**src/rtl/rtc_regif_pkg.sv**
```systemverilog
package rtc_regif_pkg;
  localparam int unsigned ADDR_W   = 8;
  localparam int unsigned DATA_W   = 32;
  localparam int unsigned TIME_W   = 22;
  localparam int unsigned DATE_W   = 24;
  localparam int unsigned PRED_S_W = 15;
  localparam int unsigned PRED_A_W = 7;
  localparam int unsigned PRED_A_LSB = 16;
  localparam int unsigned KEY_W    = 8;
  localparam int unsigned YEAR_LSB = 16;

  localparam logic [ADDR_W-1:0] OFF_TIME  = 8'h00;
  localparam logic [ADDR_W-1:0] OFF_DATE  = 8'h04;
  localparam logic [ADDR_W-1:0] OFF_STAT  = 8'h0C;
  localparam logic [ADDR_W-1:0] OFF_PRESC = 8'h10;
  localparam logic [ADDR_W-1:0] OFF_CTRL  = 8'h18;
  localparam logic [ADDR_W-1:0] OFF_KEY   = 8'h24;

  localparam int unsigned ST_INIT  = 7;
  localparam int unsigned ST_ACK   = 6;
  localparam int unsigned ST_RSF   = 5;
  localparam int unsigned ST_INITS = 4;
  localparam int unsigned CT_FMT   = 6;

  localparam logic [TIME_W-1:0] TIME_MASK = 22'h3F7F7F;
  localparam logic [DATE_W-1:0] DATE_MASK = 24'hFFFF3F;

  localparam logic [KEY_W-1:0] KEY_FIRST  = 8'hCA;
  localparam logic [KEY_W-1:0] KEY_SECOND = 8'h53;

  typedef enum logic [1:0] {
    WP_LOCKED = 2'd0,
    WP_HALF   = 2'd1,
    WP_OPEN   = 2'd2
  } wp_state_e;
endpackage

```
**src/rtl/rtc_wp_lock.sv**
```systemverilog
module rtc_wp_lock
  import rtc_regif_pkg::*;
#(
  parameter logic [KEY_W-1:0] K1 = KEY_FIRST,
  parameter logic [KEY_W-1:0] K2 = KEY_SECOND
) (
  input  logic             clk_i,
  input  logic             rst_ni,
  input  logic             key_we_i,
  input  logic [KEY_W-1:0] key_i,
  output logic             open_o
);
  wp_state_e st_q, st_d;

  always_comb begin
    st_d = st_q;
    if (key_we_i) begin
      unique case (st_q)
        WP_LOCKED: st_d = (key_i == K1) ? WP_HALF : WP_LOCKED;
        WP_HALF:   st_d = (key_i == K2) ? WP_OPEN : WP_LOCKED;
        default:   st_d = WP_LOCKED;
      endcase
    end
  end

  always_ff @(posedge clk_i or negedge rst_ni) begin
    if (!rst_ni) st_q <= WP_LOCKED;
    else         st_q <= st_d;
  end

  assign open_o = (st_q == WP_OPEN);
endmodule

```
**src/rtl/rtc_init_sync.sv**
```systemverilog
module rtc_init_sync #(
  parameter int unsigned STAGES = 2,
  localparam int unsigned CNT_W = $clog2(STAGES + 1)
) (
  input  logic clk_i,
  input  logic rst_ni,
  input  logic tick_i,
  input  logic init_req_i,
  input  logic rsf_clr_i,
  output logic ack_o,
  output logic rsf_o,
  output logic resync_o
);
  logic [STAGES-1:0] sync_q;
  logic              pend_q;
  logic [CNT_W-1:0]  cnt_q;
  logic              rsf_q;
  logic              done;

  // request walks through the stages on RTC ticks; cleared at once when dropped
  always_ff @(posedge clk_i or negedge rst_ni) begin
    if (!rst_ni)          sync_q <= '0;
    else if (!init_req_i) sync_q <= '0;
    else if (tick_i)      sync_q <= {sync_q[STAGES-2:0], 1'b1};
  end

  assign ack_o = sync_q[STAGES-1] & init_req_i;

  assign done = pend_q && tick_i && !init_req_i && (cnt_q == CNT_W'(STAGES - 1));

  always_ff @(posedge clk_i or negedge rst_ni) begin
    if (!rst_ni) begin
      pend_q <= 1'b0;
      cnt_q  <= '0;
      rsf_q  <= 1'b0;
    end else if (rsf_clr_i) begin
      pend_q <= 1'b1;
      cnt_q  <= '0;
      rsf_q  <= 1'b0;
    end else if (done) begin
      pend_q <= 1'b0;
      cnt_q  <= '0;
      rsf_q  <= 1'b1;
    end else if (pend_q && tick_i && !init_req_i) begin
      cnt_q <= cnt_q + 1'b1;
    end
  end

  assign rsf_o    = rsf_q;
  assign resync_o = done;
endmodule

```
**src/rtl/rtc_shadow.sv**
```systemverilog
module rtc_shadow
  import rtc_regif_pkg::*;
(
  input  logic              clk_i,
  input  logic              rst_ni,
  input  logic [TIME_W-1:0] cal_time_i,
  input  logic [DATE_W-1:0] cal_date_i,
  input  logic              cal_upd_i,
  input  logic              frozen_i,
  input  logic              resync_i,
  output logic [TIME_W-1:0] time_o,
  output logic [DATE_W-1:0] date_o
);
  logic refresh;
  assign refresh = (cal_upd_i && !frozen_i) || resync_i;

  always_ff @(posedge clk_i or negedge rst_ni) begin
    if (!rst_ni) begin
      time_o <= '0;
      date_o <= '0;
    end else if (refresh) begin
      time_o <= cal_time_i;
      date_o <= cal_date_i;
    end
  end
endmodule

```
**src/rtl/rtc_regif.sv**
```systemverilog
module rtc_regif
  import rtc_regif_pkg::*;
#(
  parameter int unsigned         SYNC_STAGES = 2,
  parameter logic [PRED_S_W-1:0] PRED_S_RST  = 15'd255,
  parameter logic [PRED_A_W-1:0] PRED_A_RST  = 7'd127
) (
  input  logic                clk_i,
  input  logic                rst_ni,
  input  logic                req_i,
  input  logic                we_i,
  input  logic [ADDR_W-1:0]   addr_i,
  input  logic [DATA_W-1:0]   wdata_i,
  output logic [DATA_W-1:0]   rdata_o,
  input  logic                rtc_tick_i,
  input  logic [TIME_W-1:0]   cal_time_i,
  input  logic [DATE_W-1:0]   cal_date_i,
  input  logic                cal_upd_i,
  output logic                cal_halt_o,
  output logic                ld_time_o,
  output logic [TIME_W-1:0]   ld_time_val_o,
  output logic                ld_date_o,
  output logic [DATE_W-1:0]   ld_date_val_o,
  output logic [PRED_S_W-1:0] pred_s_o,
  output logic [PRED_A_W-1:0] pred_a_o,
  output logic                fmt_o
);
  logic wr, rd, wp_open, ack, rsf, resync;
  logic wr_key, wr_stat, wr_time, wr_date, wr_presc, wr_ctrl;
  logic init_req_q, inits_q;
  logic [TIME_W-1:0] shd_time, time_in;
  logic [DATE_W-1:0] shd_date, date_in;
  logic [DATA_W-1:0] rd_mux;

  assign wr = req_i & we_i;
  assign rd = req_i & ~we_i;

  assign wr_key   = wr && (addr_i == OFF_KEY);
  assign wr_stat  = wr && (addr_i == OFF_STAT);
  assign wr_time  = wr && (addr_i == OFF_TIME)  && wp_open && ack;
  assign wr_date  = wr && (addr_i == OFF_DATE)  && wp_open && ack;
  assign wr_presc = wr && (addr_i == OFF_PRESC) && wp_open && ack;
  assign wr_ctrl  = wr && (addr_i == OFF_CTRL)  && wp_open;

  assign time_in = wdata_i[TIME_W-1:0] & TIME_MASK;
  assign date_in = wdata_i[DATE_W-1:0] & DATE_MASK;

  rtc_wp_lock u_lock (
    .clk_i    (clk_i),
    .rst_ni   (rst_ni),
    .key_we_i (wr_key),
    .key_i    (wdata_i[KEY_W-1:0]),
    .open_o   (wp_open)
  );

  rtc_init_sync #(.STAGES(SYNC_STAGES)) u_sync (
    .clk_i      (clk_i),
    .rst_ni     (rst_ni),
    .tick_i     (rtc_tick_i),
    .init_req_i (init_req_q),
    .rsf_clr_i  (wr_stat && !wdata_i[ST_RSF]),
    .ack_o      (ack),
    .rsf_o      (rsf),
    .resync_o   (resync)
  );

  rtc_shadow u_shadow (
    .clk_i      (clk_i),
    .rst_ni     (rst_ni),
    .cal_time_i (cal_time_i),
    .cal_date_i (cal_date_i),
    .cal_upd_i  (cal_upd_i),
    .frozen_i   (ack),
    .resync_i   (resync),
    .time_o     (shd_time),
    .date_o     (shd_date)
  );

  always_ff @(posedge clk_i or negedge rst_ni) begin
    if (!rst_ni) begin
      init_req_q    <= 1'b0;
      inits_q       <= 1'b0;
      ld_time_o     <= 1'b0;
      ld_date_o     <= 1'b0;
      ld_time_val_o <= '0;
      ld_date_val_o <= '0;
      pred_s_o      <= PRED_S_RST;
      pred_a_o      <= PRED_A_RST;
      fmt_o         <= 1'b0;
    end else begin
      ld_time_o <= wr_time;
      ld_date_o <= wr_date;
      if (wr_stat && wp_open) init_req_q <= wdata_i[ST_INIT];
      if (wr_time) ld_time_val_o <= time_in;
      if (wr_date) begin
        ld_date_val_o <= date_in;
        if (date_in[DATE_W-1:YEAR_LSB] != '0) inits_q <= 1'b1;
      end
      if (wr_presc) begin
        pred_s_o <= wdata_i[PRED_S_W-1:0];
        pred_a_o <= wdata_i[PRED_A_LSB +: PRED_A_W];
      end
      if (wr_ctrl) fmt_o <= wdata_i[CT_FMT];
    end
  end

  always_comb begin
    rd_mux = '0;
    unique case (addr_i)
      OFF_TIME:  rd_mux[TIME_W-1:0] = shd_time;
      OFF_DATE:  rd_mux[DATE_W-1:0] = shd_date;
      OFF_STAT: begin
        rd_mux[ST_INIT]  = init_req_q;
        rd_mux[ST_ACK]   = ack;
        rd_mux[ST_RSF]   = rsf;
        rd_mux[ST_INITS] = inits_q;
      end
      OFF_PRESC: begin
        rd_mux[PRED_S_W-1:0]          = pred_s_o;
        rd_mux[PRED_A_LSB +: PRED_A_W] = pred_a_o;
      end
      OFF_CTRL:  rd_mux[CT_FMT] = fmt_o;
      default:   rd_mux = '0;
    endcase
  end

  always_ff @(posedge clk_i or negedge rst_ni) begin
    if (!rst_ni)  rdata_o <= '0;
    else if (rd)  rdata_o <= rd_mux;
  end

  assign cal_halt_o = ack;
endmodule

```
**config.mk**
```make
export PLATFORM = sky130hd
export DESIGN_NAME = rtc_regif
export DESIGN_NICKNAME = d
export VERILOG_FILES = /design/src/rtl/rtc_regif_pkg.sv /design/src/rtl/rtc_wp_lock.sv /design/src/rtl/rtc_init_sync.sv /design/src/rtl/rtc_shadow.sv /design/src/rtl/rtc_regif.sv
export SDC_FILE = /design/constraint.sdc
export NUM_CORES = 1
export LEC_CHECK = 0
export BUFFER_PORTS_ARGS = -buffer_cell sky130_fd_sc_hd__clkbuf_2
export CORE_MARGIN = 2
export CORE_UTILIZATION = 55
export DETAILED_ROUTE_END_ITERATION = 7
export PLACE_DENSITY = 0.85
export SLEW_MARGIN = 20
export SYNTH_ARGS = -nofsm -noshare
export SYNTH_HDL_FRONTEND = slang
export SYNTH_SLANG_ARGS = --single-unit
```
**constraint.sdc**
```tcl
create_clock -name clk_i -period 5.1 [get_ports clk_i]
set_input_delay 0.255 -clock clk_i [delete_from_list [all_inputs] [get_ports clk_i]]
set_output_delay 0.255 -clock clk_i [all_outputs]
set_load 0.1 [all_outputs]
```
Yosys cells after proc, flatten, opt, wreduce, memory -nomap -nowiden. Index checks and enable logic that the tools add are counted.

Input bits: 92. Output and inout port bits: 104. Register bits: 147.

Add/subtract/negate cells: 1. Reduce and logical (&&, ||, !) cells: 29. Bitwise operators: 4. Multiplexer cells: 21. Equality and inequality tests: 11.

Operators with widths (number): case mux 7 bit (3 select lines) (1); logical AND 1 bit (19); case mux 6 bit (3 select lines) (1); equality test 8 x 5 -> 1 bit (second input constant) (2); 2-to-1 mux 2 bit (6); case mux 4 bit (3 select lines) (1); equality test 8 x 3 -> 1 bit (second input constant) (1); equality test 8 x 4 -> 1 bit (second input constant) (1); equality test 8 x 6 -> 1 bit (second input constant) (1); equality test 8 x 7 -> 1 bit (second input constant) (1); equality test 8 bit (second input constant) (1); zero test 8 bit (1); case mux 2 bit (4 select lines) (1); nonzero test 8 bit (1); 2-to-1 mux 1 bit (6); case mux 1 bit (5 select lines) (1); equality test 2 x 1 -> 1 bit (second input constant) (2); case mux 1 bit (2 select lines) (2); case mux 1 bit (4 select lines) (1); case mux 2 bit (2 select lines) (1); AND 1 bit (3); zero test 1 bit (3); nonzero test 3 bit (1); adder 2 x 1 -> 2 bit (second input constant) (1); 7 further kinds (7).

Longest topological paths before layout.
Depth after elaboration: 5. Gate-level depth with buffers: 7. Gate-level depth less buffers: 5.

By module. From an unflattened synthesis, not the netlist that was laid out.

Cells, all modules: 447. Area, all modules: 6382.4 um^2.

Modules (own cells, without submodules): rtc_regif (area an instance 4261.6 um^2, sequential area each 2346.0 um^2, cells an instance 315, times used 1); rtc_shadow (area an instance 1726.7 um^2, sequential area each 1151.1 um^2, cells an instance 98, times used 1); rtc_init_sync (area an instance 275.3 um^2, sequential area each 150.1 um^2, cells an instance 22, times used 1); rtc_wp_lock (area an instance 118.9 um^2, sequential area each 50.0 um^2, cells an instance 12, times used 1).

Least setup slack after synthesis. OpenSTA, ideal clock, no wires.

Kind: register -> register. From: register u_lock.st_q[0]. To: register ld_time_val_o[0]. Path slack: 3.256 ns. Cell stages (with the launch flop): 6. Arrival time: 1.719 ns. Required time: 4.975 ns. Buffers on the path: 1. Setup time: 0.125 ns. Cell sequence: dfrtp_1 nand2b_1 or3_1 or3_4 buf_6 mux2_4.

Cells in the longest elaborated chain, start to end: 3.

RTL lines: start: declaration (RTL line rtc_wp_lock.sv:13) `wp_state_e st_q, st_d;`; start signal: assignment (RTL line rtc_wp_lock.sv:28) `else st_q <= st_d;`; equality test 2 bit (RTL line rtc_wp_lock.sv:31) `assign open_o = (st_q == WP_OPEN);`; logical AND 1 bit (2 in a row) (RTL line rtc_regif.sv:40) `assign wr_time = wr && (addr_i == OFF_TIME) && wp_open && ack;`; end signal: assignment (RTL line rtc_regif.sv:94) `if (wr_time) ld_time_val_o <= time_in;`; end: declaration (RTL line rtc_regif.sv:21) `output logic [TIME_W-1:0] ld_time_val_o,`.

Every way passes these cells. A chain may end at the register's enable or synchronous reset.

Worst setup path after layout.
From: input addr_i[2]. To: register pred_s_o[8].

Cells in the longest elaborated chain, start to end: 4.

RTL lines: start: declaration (RTL line rtc_regif.sv:12) `input logic [ADDR_W-1:0] addr_i,`; equality test 8 x 5 -> 1 bit (RTL line rtc_regif.sv:42) `assign wr_presc = wr && (addr_i == OFF_PRESC) && wp_open && ack;`; logical AND 1 bit (3 in a row) (RTL line rtc_regif.sv:42); end signal: assignment (RTL line rtc_regif.sv:100) `pred_s_o <= wdata_i[PRED_S_W-1:0];`; end: declaration (RTL line rtc_regif.sv:24) `output logic [PRED_S_W-1:0] pred_s_o,`.

Every way passes these cells.

==> flow_results.xml <==
<?xml version="1.0" encoding="UTF-8"?>
<metrics>
  <group name="synthesis">
    <metric name="post_synth_fa_ha_maj_area_fraction" unit="%">0</metric>
    <metric name="synth-simple-area-share" unit="%">5.967</metric>
    <metric name="synth_async_sr_flop_share" unit="%">100.0</metric>
    <metric name="synth_xor_xnor_area_share" unit="%">0.1388</metric>
    <metric name="dominantRegCellSynth" unit="">sky130_fd_sc_hd__dfrtp_1</metric>
    <metric name="synth_top_family_by_area" unit="">multiplexers</metric>
    <metric name="portion_of_the_post_synthesis_area_used_by_sequential_elements" unit="%">58.58</metric>
    <metric name="mappedNetlistArea" unit="mm2">0.006311</metric>
    <metric name="post_synthesis_sequential_element_count" unit="">147</metric>
    <metric name="synth_warnings" unit="">0</metric>
    <metric name="synth-edff-count" unit="">0</metric>
    <metric name="synth-compound-area-share" unit="%">6.404</metric>
    <metric name="synth.distinct_cells" unit="">43</metric>
    <metric name="synthesis.instances" unit="">447</metric>
    <metric name="synth.avg_cell_area" unit="um2">14.12</metric>
    <metric name="synthMuxAreaShare" unit="%">25.46</metric>
  </group>
  <group name="detailed_routing">
    <metric name="drt_first_iter_violations" unit="">190</metric>
    <metric name="number_of_nets_with_antenna_violations_after_routing" unit="">0</metric>
    <metric name="detail_route.wl_per_cell" unit="um">20.59</metric>
    <metric name="vias_per_cell" unit="">5.702</metric>
    <metric name="drt-total-wl" unit="um">15980</metric>
    <metric name="drc" unit="">0</metric>
    <metric name="detailedRoute.firstPassIterationCount" unit="">4</metric>
    <metric name="via_count" unit="">4425</metric>
  </group>
  <group name="timing">
    <metric name="achievable-frequency" unit="MHz">368.0</metric>
    <metric name="grt_setup_unrepaired" unit="">false</metric>
    <metric name="finalSetupTns" unit="ns">0</metric>
    <metric name="layout_worst_path_cycle_share" unit="%">53.28</metric>
    <metric name="timing_worst_slew_pin_value" unit="ns">1.086</metric>
    <metric name="setup_viol_count_final" unit="">0</metric>
    <metric name="hold_slack_final" unit="ns">0.07071</metric>
    <metric name="timing_hold_violations_final" unit="">0</metric>
    <metric name="timing.max_slew.rel_slack" unit="%">27.63</metric>
    <metric name="layout_setup_ws" unit="ns">2.383</metric>
    <metric name="slew_viol_final" unit="">0</metric>
    <metric name="skew" unit="ns">0.007274</metric>
    <metric name="min_period" unit="ns">2.717</metric>
  </group>
  <group name="finish">
    <metric name="drive_gt1_share" unit="%">53.87</metric>
    <metric name="nFillCells" unit="">768</metric>
    <metric name="post_layout_nonfiller_instances" unit="">776</metric>
    <metric name="syn2layout_area_growth" unit="%">25.02</metric>
    <metric name="fin_nets" unit="">712</metric>
    <metric name="diodes_inserted" unit="">0</metric>
  </group>
  <group name="die">
    <metric name="die_height" unit="um">111.1</metric>
    <metric name="placeableCoreArea" unit="mm2">0.01132</metric>
    <metric name="fp.dieArea" unit="mm2">0.01235</metric>
    <metric name="floorplan.initialDensity" unit="%">55.75</metric>
    <metric name="placement_rows" unit="">39</metric>
    <metric name="design.portCount" unit="">196</metric>
    <metric name="floorplan.die.width" unit="um">111.1</metric>
  </group>
  <group name="clock_network">
    <metric name="htreeDepth" unit="">4</metric>
    <metric name="clock_tree.buffer_depth" unit="">2</metric>
    <metric name="cts_made_buffers" unit="">17</metric>
    <metric name="clock_insertion_delay_worst_skew" unit="ns">0.41</metric>
    <metric name="post_cts_resized" unit="">0</metric>
    <metric name="cts.sinks" unit="">147</metric>
    <metric name="ctsRootBufferMaster" unit="">sky130_fd_sc_hd__clkbuf_16</metric>
    <metric name="clock_input_transition_at_the_sequential_cells_of_the_worst_setup_and_hold_paths" unit="ns">0.06</metric>
    <metric name="tritoncts" unit="">done</metric>
  </group>
  <group name="critical_path">
    <metric name="crit_path_top_delay_cell" unit="">sky130_fd_sc_hd__nand2_1</metric>
    <metric name="cp-start-kind" unit="">primary input</metric>
    <metric name="worstSetupPathType" unit="">in -&gt; reg</metric>
    <metric name="critical_path.max_fanout" unit="">22</metric>
    <metric name="critical_path.cell_chain" unit="">clkbuf_2, nor4_1, and3_1, nand2_1, mux2_2</metric>
    <metric name="endpoint_kind" unit="">flop</metric>
    <metric name="cp_slowest_stage_delay" unit="ns">0.76</metric>
    <metric name="critPathArrivalTime" unit="ns">3.01</metric>
    <metric name="worstPathRequired" unit="ns">5.39</metric>
  </group>
  <group name="min_path">
    <metric name="hold_class" unit="">in -&gt; reg</metric>
  </group>
  <group name="pwr">
    <metric name="power.density_cell_area" unit="mW/mm2">360.0</metric>
    <metric name="post-layout-total-power" unit="mW">2.840</metric>
    <metric name="p_leak" unit="nW">4.101</metric>
    <metric name="worst_ir_drop_vdd" unit="V">0.0002418</metric>
  </group>
  <group name="global_route">
    <metric name="number_of_global_route_vias_before_repair" unit="">4641</metric>
    <metric name="grt_antenna_before_repair" unit="">0</metric>
    <metric name="grt_start_max_net_pins" unit="">89</metric>
    <metric name="global_route_wire_length_before_repair" unit="um">25340</metric>
    <metric name="gr-total-overflow" unit="">0</metric>
    <metric name="grt_use_total" unit="%">26.65</metric>
  </group>
  <group name="place">
    <metric name="placement.setup.worst_slack" unit="ns">1.977</metric>
    <metric name="placement.io_buffers" unit="">175</metric>
    <metric name="numPlacedInstances" unit="">743</metric>
    <metric name="dp_hpwl" unit="um">11100</metric>
    <metric name="gp_congestion" unit="">0.8724</metric>
  </group>
  <group name="status">
    <metric name="status" unit="">complete, no violations</metric>
  </group>
  <group name="flow_run">
    <metric name="timing.max_cap.violations" unit="">0</metric>
  </group>
</metrics>
[per-stage QoR]
| stage | cell area (um2) | utilization [%] |
|---|---|---|
| 2_1_floorplan | 6352 | - |
| 3_3_place_gp | 7219 | 63.77 |
| 3_5_place_dp | 7222 | 63.79 |
| 4_1_cts | 7890 | 69.70 |
| 5_1_grt | 7890 | 69.70 |
| 6_report | 7890 | 69.70 |
[Yosys cell counts (3+ instances only)]
| cell | n | share of area (%) |
|---|---|---|
| sky130_fd_sc_hd__a21oi_1 | 3 | 0.24 |
| sky130_fd_sc_hd__a22o_1 | 19 | 2.6 |
| sky130_fd_sc_hd__buf_4 | 12 | 1.4 |
| sky130_fd_sc_hd__nor3_1 | 5 | 0.40 |
| sky130_fd_sc_hd__mux2i_1 | 27 | 4.3 |
| sky130_fd_sc_hd__nor4_1 | 5 | 0.50 |
| sky130_fd_sc_hd__a21o_1 | 3 | 0.36 |
| sky130_fd_sc_hd__o22ai_1 | 3 | 0.30 |
| sky130_fd_sc_hd__clkbuf_1 | 6 | 0.36 |
| sky130_fd_sc_hd__nand4_1 | 3 | 0.30 |
| sky130_fd_sc_hd__nand3_1 | 6 | 0.48 |
| sky130_fd_sc_hd__o21ai_0 | 9 | 0.71 |
| sky130_fd_sc_hd__nand2_1 | 19 | 1.1 |
| sky130_fd_sc_hd__mux2_4 | 20 | 4.8 |
| sky130_fd_sc_hd__nor2b_1 | 3 | 0.30 |
| sky130_fd_sc_hd__o2bb2ai_1 | 11 | 1.5 |
| sky130_fd_sc_hd__mux2_2 | 92 | 16 |
| sky130_fd_sc_hd__and3_1 | 4 | 0.40 |
| sky130_fd_sc_hd__nor2_1 | 7 | 0.42 |
| sky130_fd_sc_hd__buf_2 | 12 | 0.95 |
| sky130_fd_sc_hd__dfstp_2 | 15 | 6.2 |
| sky130_fd_sc_hd__dfrtp_1 | 132 | 52 |
[area by class of cell]
class | count | area, um2 | area share [%]
inverter | 3 | 11.26 | 0.1427
tap | 143 | 178.9 | 2.268
sequential | 147 | 3697 | 46.86
clock inverter | 12 | 201.4 | 2.553
multi-input combinational | 274 | 2445 | 30.99
timing repair buffer | 177 | 899.6 | 11.40
clock buffer | 20 | 456.7 | 5.788
[placed cells by master, fill, tap and decap left out, types with 3 or more instances in the layout]
cell type | netlist | final
sky130_fd_sc_hd__and3_1 | 4 | 4
sky130_fd_sc_hd__nor2_1 | 7 | 6
sky130_fd_sc_hd__conb_1 | 1 | 12
sky130_fd_sc_hd__a22o_1 | 19 | 19
sky130_fd_sc_hd__bufinv_16 | 0 | 5
sky130_fd_sc_hd__o22ai_1 | 3 | 3
sky130_fd_sc_hd__o2bb2ai_1 | 11 | 11
sky130_fd_sc_hd__clkbuf_16 | 0 | 17
sky130_fd_sc_hd__nand3_1 | 6 | 6
sky130_fd_sc_hd__o21ai_0 | 9 | 9
sky130_fd_sc_hd__mux2_4 | 20 | 20
sky130_fd_sc_hd__mux2_2 | 92 | 92
sky130_fd_sc_hd__nor2b_1 | 3 | 3
sky130_fd_sc_hd__clkbuf_2 | 0 | 174
sky130_fd_sc_hd__nand2_1 | 19 | 19
sky130_fd_sc_hd__dfrtp_1 | 132 | 132
sky130_fd_sc_hd__a21oi_1 | 3 | 3
sky130_fd_sc_hd__mux2i_1 | 27 | 27
sky130_fd_sc_hd__dfstp_2 | 15 | 15
sky130_fd_sc_hd__nor3_1 | 5 | 5
sky130_fd_sc_hd__nand4_1 | 3 | 3
sky130_fd_sc_hd__nor4_1 | 5 | 5
[path summary, 6_finish.rpt]
kind | endpoint | cells after the start | start | slack (ns)
max | pred_s_o[8]$_DFFE_PN0P_ | 5 | addr_i[2] | 2.38
min | u_shadow.time_o[4]$_DFFE_PN0P_ | 2 | cal_time_i[4] | 0.07
max reg2reg | u_shadow.date_o[1]$_DFFE_PN0P_ | 4 | init_req_q$_DFFE_PN0P_ | 2.85
min reg2reg | rdata_o[23]$_DFFE_PN0P_ | 2 | rdata_o[23]$_DFFE_PN0P_ | 0.47
max in group asynchronous | u_shadow.time_o[5]$_DFFE_PN0P_ | 3 | rst_ni | 3.32
min in group asynchronous | ld_date_val_o[3]$_DFFE_PN0P_ | 2 | rst_ni | 0.47
[metal layers]
| metal | wire length (um) | part of all wire, % | global-route usage, % | up-vias |
|---|---|---|---|---|
| met5 | 0 | 0 | 0 | - |
| met4 | 414 | 2.6 | 11.77 | 0 |
| met3 | 889 | 5.6 | 6.233 | 41 |
| met2 | 8071 | 51 | 43.64 | 183 |
| met1 | 6602 | 41 | 34.17 | 2242 |
| li1 | - | - | - | 1959 |
[critical path, delay by kind of cell]
kind / cells / cell delay, ns
muxes: 1 / 0.53
buffers and inverters: 1 / 0.39
and+or+nand+nor: 3 / 1.83
[registers in the layout (all words and copies together), names as in the netlist]
| signal | count |
|---|---|
| u_sync.pend_q | 1 |
| ld_date_val_o | 22 |
| u_lock.st_q | 2 |
| rdata_o | 24 |
| u_sync.cnt_q | 2 |
| init_req_q | 1 |
| inits_q | 1 |
| u_shadow.time_o | 22 |
| ld_time_o | 1 |
| u_sync.rsf_o | 1 |
| u_shadow.date_o | 24 |
| pred_a_o | 7 |
| pred_s_o | 15 |
| u_sync.sync_q | 2 |
| ld_time_val_o | 20 |
| ld_date_o | 1 |
| fmt_o | 1 |
[power breakdown]
part | internal (mW) | switching, mW | total [mW]
clock network | 0.895 | 0.479 | 1.37
registers | 1.21 | 0.0244 | 1.23
logic | 0.0818 | 0.150 | 0.232
[what timing repair did]
item | in CTS | in global routing
endpoints found under the hold margin | 76 | 0
hold buffers | 1 | 0
buffers inserted | 0 | 0
[logic make-up after synthesis]
group | Yosys count
AO/OA/AOI/OAI | 53
flip-flops | 147
buffers and inverters | 37
multiplexers | 139
AND/OR/NAND/NOR | 69
other | 1
XOR/XNOR | 1
Note: power is estimated with default switching activity, not from simulation.
